## src/rtl/tri_carrier_pkg.sv

```systemverilog
package tri_carrier_pkg;

  // Triangle sample: linear rise to the peak index, linear fall back toward zero.
  function automatic int unsigned tri_point(input int unsigned idx,
                                            input int unsigned steps,
                                            input int unsigned peak,
                                            input int unsigned full);
    if (idx <= peak)
      return (full * idx) / peak;
    else
      return (full * (steps - idx)) / (steps - peak);
  endfunction

endpackage

```

## src/rtl/tri_prescaler.sv

```systemverilog
module tri_prescaler #(
  parameter int BASE_DIV  = 8,
  parameter int NUM_RATES = 4
) (
  input  logic                 clk,
  input  logic                 rst,
  input  logic                 restart,
  output logic [NUM_RATES-1:0] rate_en
);
  localparam int PRE_W = (BASE_DIV > 1) ? $clog2(BASE_DIV) : 1;

  logic [PRE_W-1:0] pre_q;

  always_ff @(posedge clk) begin
    if (rst || restart) pre_q <= '0;
    else                pre_q <= pre_q + 1'b1;
  end

  // Rate k fires when the low (PRE_W-k) bits are all ones: divide by BASE_DIV>>k.
  for (genvar k = 0; k < NUM_RATES; k++) begin : g_rate
    localparam int LOW = PRE_W - k;
    if (LOW <= 0) begin : g_full
      assign rate_en[k] = 1'b1;
    end else begin : g_div
      assign rate_en[k] = &pre_q[LOW-1:0];
    end
  end

  AST_RESTART_CLEARS: assert property (@(posedge clk) disable iff (rst)
    restart |=> (pre_q == '0));
endmodule

```

## src/rtl/tri_rate_sel.sv

```systemverilog
module tri_rate_sel #(
  parameter int NUM_RATES = 4,
  parameter int SEL_W     = 2
) (
  input  logic                 clk,
  input  logic                 rst,
  input  logic                 load,
  input  logic [SEL_W-1:0]     sel_in,
  input  logic [NUM_RATES-1:0] rate_en,
  output logic                 step
);
  logic [SEL_W-1:0] active_q;

  always_ff @(posedge clk) begin
    if (rst)       active_q <= '0;
    else if (load) active_q <= sel_in;
  end

  always_comb begin
    step = 1'b0;
    for (int k = 0; k < NUM_RATES; k++)
      if (active_q == SEL_W'(k)) step = rate_en[k];
  end

  AST_SEL_HOLD: assert property (@(posedge clk) disable iff (rst)
    !load |=> $stable(active_q));
endmodule

```

## src/rtl/tri_rom.sv

```systemverilog
module tri_rom #(
  parameter int STEPS      = 98,
  parameter int PEAK_IDX   = 48,
  parameter int DATA_W     = 16,
  parameter int FULL_SCALE = 4800,
  parameter int ADDR_W     = 7
) (
  input  logic [ADDR_W-1:0] addr,
  output logic [DATA_W-1:0] data
);
  logic [DATA_W-1:0] table_w [STEPS];

  for (genvar g = 0; g < STEPS; g++) begin : g_entry
    assign table_w[g] = DATA_W'(tri_carrier_pkg::tri_point(g, STEPS, PEAK_IDX, FULL_SCALE));
  end

  always_comb begin
    data = '0;
    for (int i = 0; i < STEPS; i++)
      if (addr == ADDR_W'(i)) data = table_w[i];
  end
endmodule

```

## src/rtl/tri_carrier_gen.sv

```systemverilog
module tri_carrier_gen #(
  parameter int BASE_DIV   = 8,
  parameter int STEPS      = 98,
  parameter int PEAK_IDX   = 48,
  parameter int DATA_W     = 16,
  parameter int FULL_SCALE = 4800
) (
  input  logic              clk,
  input  logic              rst,
  input  logic [1:0]        ratio_sel,
  output logic [DATA_W-1:0] carrier,
  output logic              period_stb
);
  localparam int NUM_RATES = 4;
  localparam int SEL_W     = 2;
  localparam int ADDR_W    = $clog2(STEPS);
  localparam logic [ADDR_W-1:0] LAST = ADDR_W'(STEPS - 1);

  logic [NUM_RATES-1:0] rate_en;
  logic                 step;
  logic                 wrap;
  logic [ADDR_W-1:0]    addr_q;
  logic                 stb_q;

  assign wrap = step && (addr_q == LAST);

  tri_prescaler #(.BASE_DIV(BASE_DIV), .NUM_RATES(NUM_RATES)) u_pre (
    .clk(clk), .rst(rst), .restart(wrap), .rate_en(rate_en));

  tri_rate_sel #(.NUM_RATES(NUM_RATES), .SEL_W(SEL_W)) u_sel (
    .clk(clk), .rst(rst), .load(wrap), .sel_in(ratio_sel),
    .rate_en(rate_en), .step(step));

  always_ff @(posedge clk) begin
    if (rst) begin
      addr_q <= '0;
      stb_q  <= 1'b0;
    end else begin
      stb_q <= wrap;
      if (wrap)      addr_q <= '0;
      else if (step) addr_q <= addr_q + 1'b1;
    end
  end

  tri_rom #(.STEPS(STEPS), .PEAK_IDX(PEAK_IDX), .DATA_W(DATA_W),
            .FULL_SCALE(FULL_SCALE), .ADDR_W(ADDR_W)) u_rom (
    .addr(addr_q), .data(carrier));

  assign period_stb = stb_q;

  AST_ADDR_RANGE: assert property (@(posedge clk) disable iff (rst)
    addr_q <= LAST);
  AST_STEP_ADVANCE: assert property (@(posedge clk) disable iff (rst)
    (step && addr_q != LAST) |=> (addr_q == $past(addr_q) + 1'b1));
  AST_STB_SINGLE: assert property (@(posedge clk) disable iff (rst)
    period_stb |=> !period_stb);
  AST_STB_AT_ZERO: assert property (@(posedge clk) disable iff (rst)
    period_stb |-> (addr_q == '0 && carrier == '0));
  AST_NO_IDLE_MOVE: assert property (@(posedge clk) disable iff (rst)
    !step |=> $stable(addr_q));
endmodule

```

## config.mk

```make
export PLATFORM = sky130hd
export DESIGN_NAME = tri_carrier_gen
export DESIGN_NICKNAME = d
export VERILOG_FILES = /design/src/rtl/tri_carrier_pkg.sv /design/src/rtl/tri_prescaler.sv /design/src/rtl/tri_rate_sel.sv /design/src/rtl/tri_rom.sv /design/src/rtl/tri_carrier_gen.sv
export SDC_FILE = /design/constraint.sdc
export NUM_CORES = 1
export LEC_CHECK = 0
export BUFFER_PORTS_ARGS = -buffer_cell sky130_fd_sc_hd__clkbuf_2
export CAP_MARGIN = 10
export CORE_AREA = 5 5 93 95
export DETAILED_ROUTE_END_ITERATION = 10
export DIE_AREA = 0 0 98 100
export PLACE_DENSITY = 0.56
export RECOVER_POWER = 100
export SLEW_MARGIN = 30
export SYNTH_ARGS = -nofsm -noshare
export SYNTH_HDL_FRONTEND = slang
export SYNTH_SLANG_ARGS = --single-unit
export TNS_END_PERCENT = 100
```

## constraint.sdc

```tcl
create_clock -name clk -period 5.1 [get_ports clk]
set_input_delay 0.255 -clock clk [delete_from_list [all_inputs] [get_ports clk]]
set_output_delay 0.255 -clock clk [all_outputs]
set_load 0.005 [all_outputs]
```

==> flow_summary.yaml <==
status:
  status: "complete, no violations"
yosys:
  synth_xor_xnor_area_share_pct: 2.36
  ys_async_sr_fraction_pct: 0
  synth_cell_types: 68
  synth_top_area_cell: "dfxtp_1"
  synthAdderAreaFrac_pct: 2.89
  yosys-top-cells-area: "dfxtp_1 (10%), a21oi_1 (7.7%), nor2_1 (6.1%)"
  synthFlopType: "dfxtp_1"
  avgSynthCellArea_um2: 6.46
  synth_simple_gate_area_share_pct: 30.3
  synth.area.mux_share_pct: 3.08
  synth_top_family_by_area: "compound AO/OA/AOI/OAI gates"
  synth.top_cell.area_share_pct: 10.0
  syn_inst: 402
  synth-edff-count: 0
  netlist_area_um2: 2600
  ys_seq_area_share_pct: 10.0
  synth_top_cells_by_count: "nor2_1 (42), a21oi_1 (40), nand2_1 (34)"
  ys_ff_latch: 13
  ys.warnings.count: 0
  synth_compound_area_share_pct: 40.0
  yosysMostFrequentCell: "nor2_1"
sta:
  post-route-period-util_pct: 77.7
  relSlewSlack_pct: 22.6
  min_period_ns: 3.96
  hold_violations: 0
  worst-slew-pin-transition_ns: 1.16
  finalSetupViolations: 0
  skew_ns: 0.00265
  tns_ns: 0
  rsz0062_at_grt: "no"
  max_freq_ghz: 0.252
  drv_slew: 0
global_routing:
  first_global_vias: 2874
  grt_use_total_pct: 17.4
  antenna_found_initial: 0
  overflow: 0
  grt_max_degree: 55
  grt_pass1_wl_um: 14500
route:
  via_count: 3126
  ant_nets: 0
  wl_per_cell_um: 18.3
  first_iter_violations: 371
  drc: 0
  viasPerCell: 6.43
  dr.pass1.iters: 5
  wl_um: 8920
worst_setup_path:
  worstPathRequired_ns: 4.85
  worstPathCellList: "ha_1 > clkbuf_1 > nor2_1 > o32ai_1 > nor2_1 > a2111oi_2 > o21ai_1 > a221oi_2 > clkbuf_2"
  crit_arrival_ns: 3.71
  slowest_stage: "ha_1"
  crit_family: "compound AO/OA/AOI/OAI gates"
  cp.depth: 9
  critPathCaptureType: "primary output"
  cpPeakStageDelay_ns: 0.84
  r2r_cells: 7
  critPathBufInv: 2
  cpMostUsedCell: "nor2_1"
  cp_max_fo: 25
  worst-setup-path-type: "flip-flop to primary output"
  cp-start-kind: "flip-flop"
floorplan:
  dieArea_um2: 9800
  rows: 32
  die_w_um: 98
  pin_count: 21
  die_h_um: 100
  core_um2: 7650
  initial_utilization_pct: 33.9
cells_and_area:
  antenna_cells: 0
  syn_to_final_growth_pct: 1.98
  nets: 395
  fillCellCount: 862
  fin_cells: 486
  drive_gt1_share_pct: 7.29
clock_tree:
  cts_hold_buf: 0
  cts-root-buf: "clkbuf_8"
  clkLatencyLatePin_ns: 0.24
  cts.sinks: 13
  cts_tree: "built"
  clk_pin_slew_ns: 0.05
  cts_setup_buffers: 0
  cts_buffers: 3
  htreeDepth: 1
  clk_path_buf_depth: 2
  cts-resized-gates: 0
power:
  p_clk_share_pct: 43.8
  p_sw_w: 0.0000448
  swShare_pct: 21.5
  p_comb_share_pct: 5.9
  p_seq_share_pct: 50.3
  cell_internal_pwr_w: 0.000163
  power_density_nw_per_um2: 78.5
  leakage_nw: 0.917
  peakVddDrop_mv: 0.156
placed_design:
  place_inst: 482
  hpwl_um: 6100
  gp_congestion: 0.980
  portBuffers: 15
hold_path:
  hold_path_class: "input pin to flip-flop"
  whs_path_depth: 2
job:
  max_cap_viol_count: 0
[per-layer routing]
layer / routed length [um] / GRT usage, %
met5: 0 / 0
met4: 345 / 7.67
met3: 956 / 2.92
met2: 3870 / 27.5
met1: 3750 / 23.4
[cell usage in the layout (no fill, tap or decap), types with 5 or more instances in the layout]
cell type and n:
nor3_1 13, clkbuf_2 8, o21ai_1 5, conb_1 5
nand2b_1 13, nand3_1 7, ha_1 5, mux2i_1 8
o31ai_1 7, nor2_1 42, a22oi_1 5, clkbuf_1 9
a31oi_1 8, o21a_1 5, nor2b_1 11, nand2_1 34
or3_1 7, a21oi_1 40, o21ai_0 24, inv_1 12
o22ai_1 16, dfxtp_1 11
[power groups by stage]
stage / clock network (W) / logic, W / registers, W
2_1_floorplan: 0 / 0.0000121 / 0.000107
3_3_place_gp: 0 / 0.0000121 / 0.000107
3_5_place_dp: 0 / 0.0000122 / 0.000107
4_1_cts: 0.0000932 / 0.0000122 / 0.000105
5_1_grt: 0.0000985 / 0.0000147 / 0.000105
6_report: 0.0000911 / 0.0000123 / 0.000105
[final cells by class]
cell class              instances  area [um2]  share of cell area [%]
multi-input cells             334        2060                    77.9
flip-flops and latches         13         263                    9.92
repair buffers                 20         100                    3.78
clock buffers                   4        45.0                    1.70
well taps                     102         128                    4.82
inverters                      13        48.8                    1.84
[state kept, by name, indices dropped and copies added, names as in the netlist]
signal          count
u_sel.active_q      2
u_pre.pre_q         3
addr_q              7
period_stb          1
[path summary, 6_finish.rpt]
check,from,endpoint,slack [ns]
worst max-delay path,addr_q[0]$_SDFFE_PP0P_,carrier[9],1.14
worst min-delay path,rst,u_sel.active_q[0]$_SDFFE_PP0P_,0.22
worst max register to register,addr_q[2]$_SDFFE_PP0P_,addr_q[6]$_SDFFE_PP0P_,2.73
worst min register to register,u_pre.pre_q[0]$_SDFF_PP0_,u_pre.pre_q[0]$_SDFF_PP0_,0.44
[logic make-up (layout without fill, tap and decap cells)]
| kind of cell | count (synthesis) | count (layout) |
|---|---|---|
| DFF | 13 | 13 |
| other | 1 | 5 |
| and+or+nand+nor | 152 | 152 |
| AOI/OAI and AO/OA | 156 | 156 |
| adders and majority gates | 6 | 6 |
| buffers and inverters | 59 | 37 |
| xor gates and xnor gates | 7 | 7 |
| muxes | 8 | 8 |
[per-stage QoR]
stage          cell area (um2)  power (W)  utilization (%)  hold WS, ns  worst slack, ns
2_1_floorplan             2610   0.000119                -        0.327             2.85
3_3_place_gp              2610   0.000119             34.1        0.437             1.92
3_5_place_dp              2610   0.000119             34.2        0.439             1.88
4_1_cts                   2660   0.000210             34.8        0.214             1.61
5_1_grt                   2650   0.000218             34.6        0.217            0.861
6_report                  2650   0.000208             34.6        0.217             1.14
No activity file was read; power rests on OpenSTA's default activity.
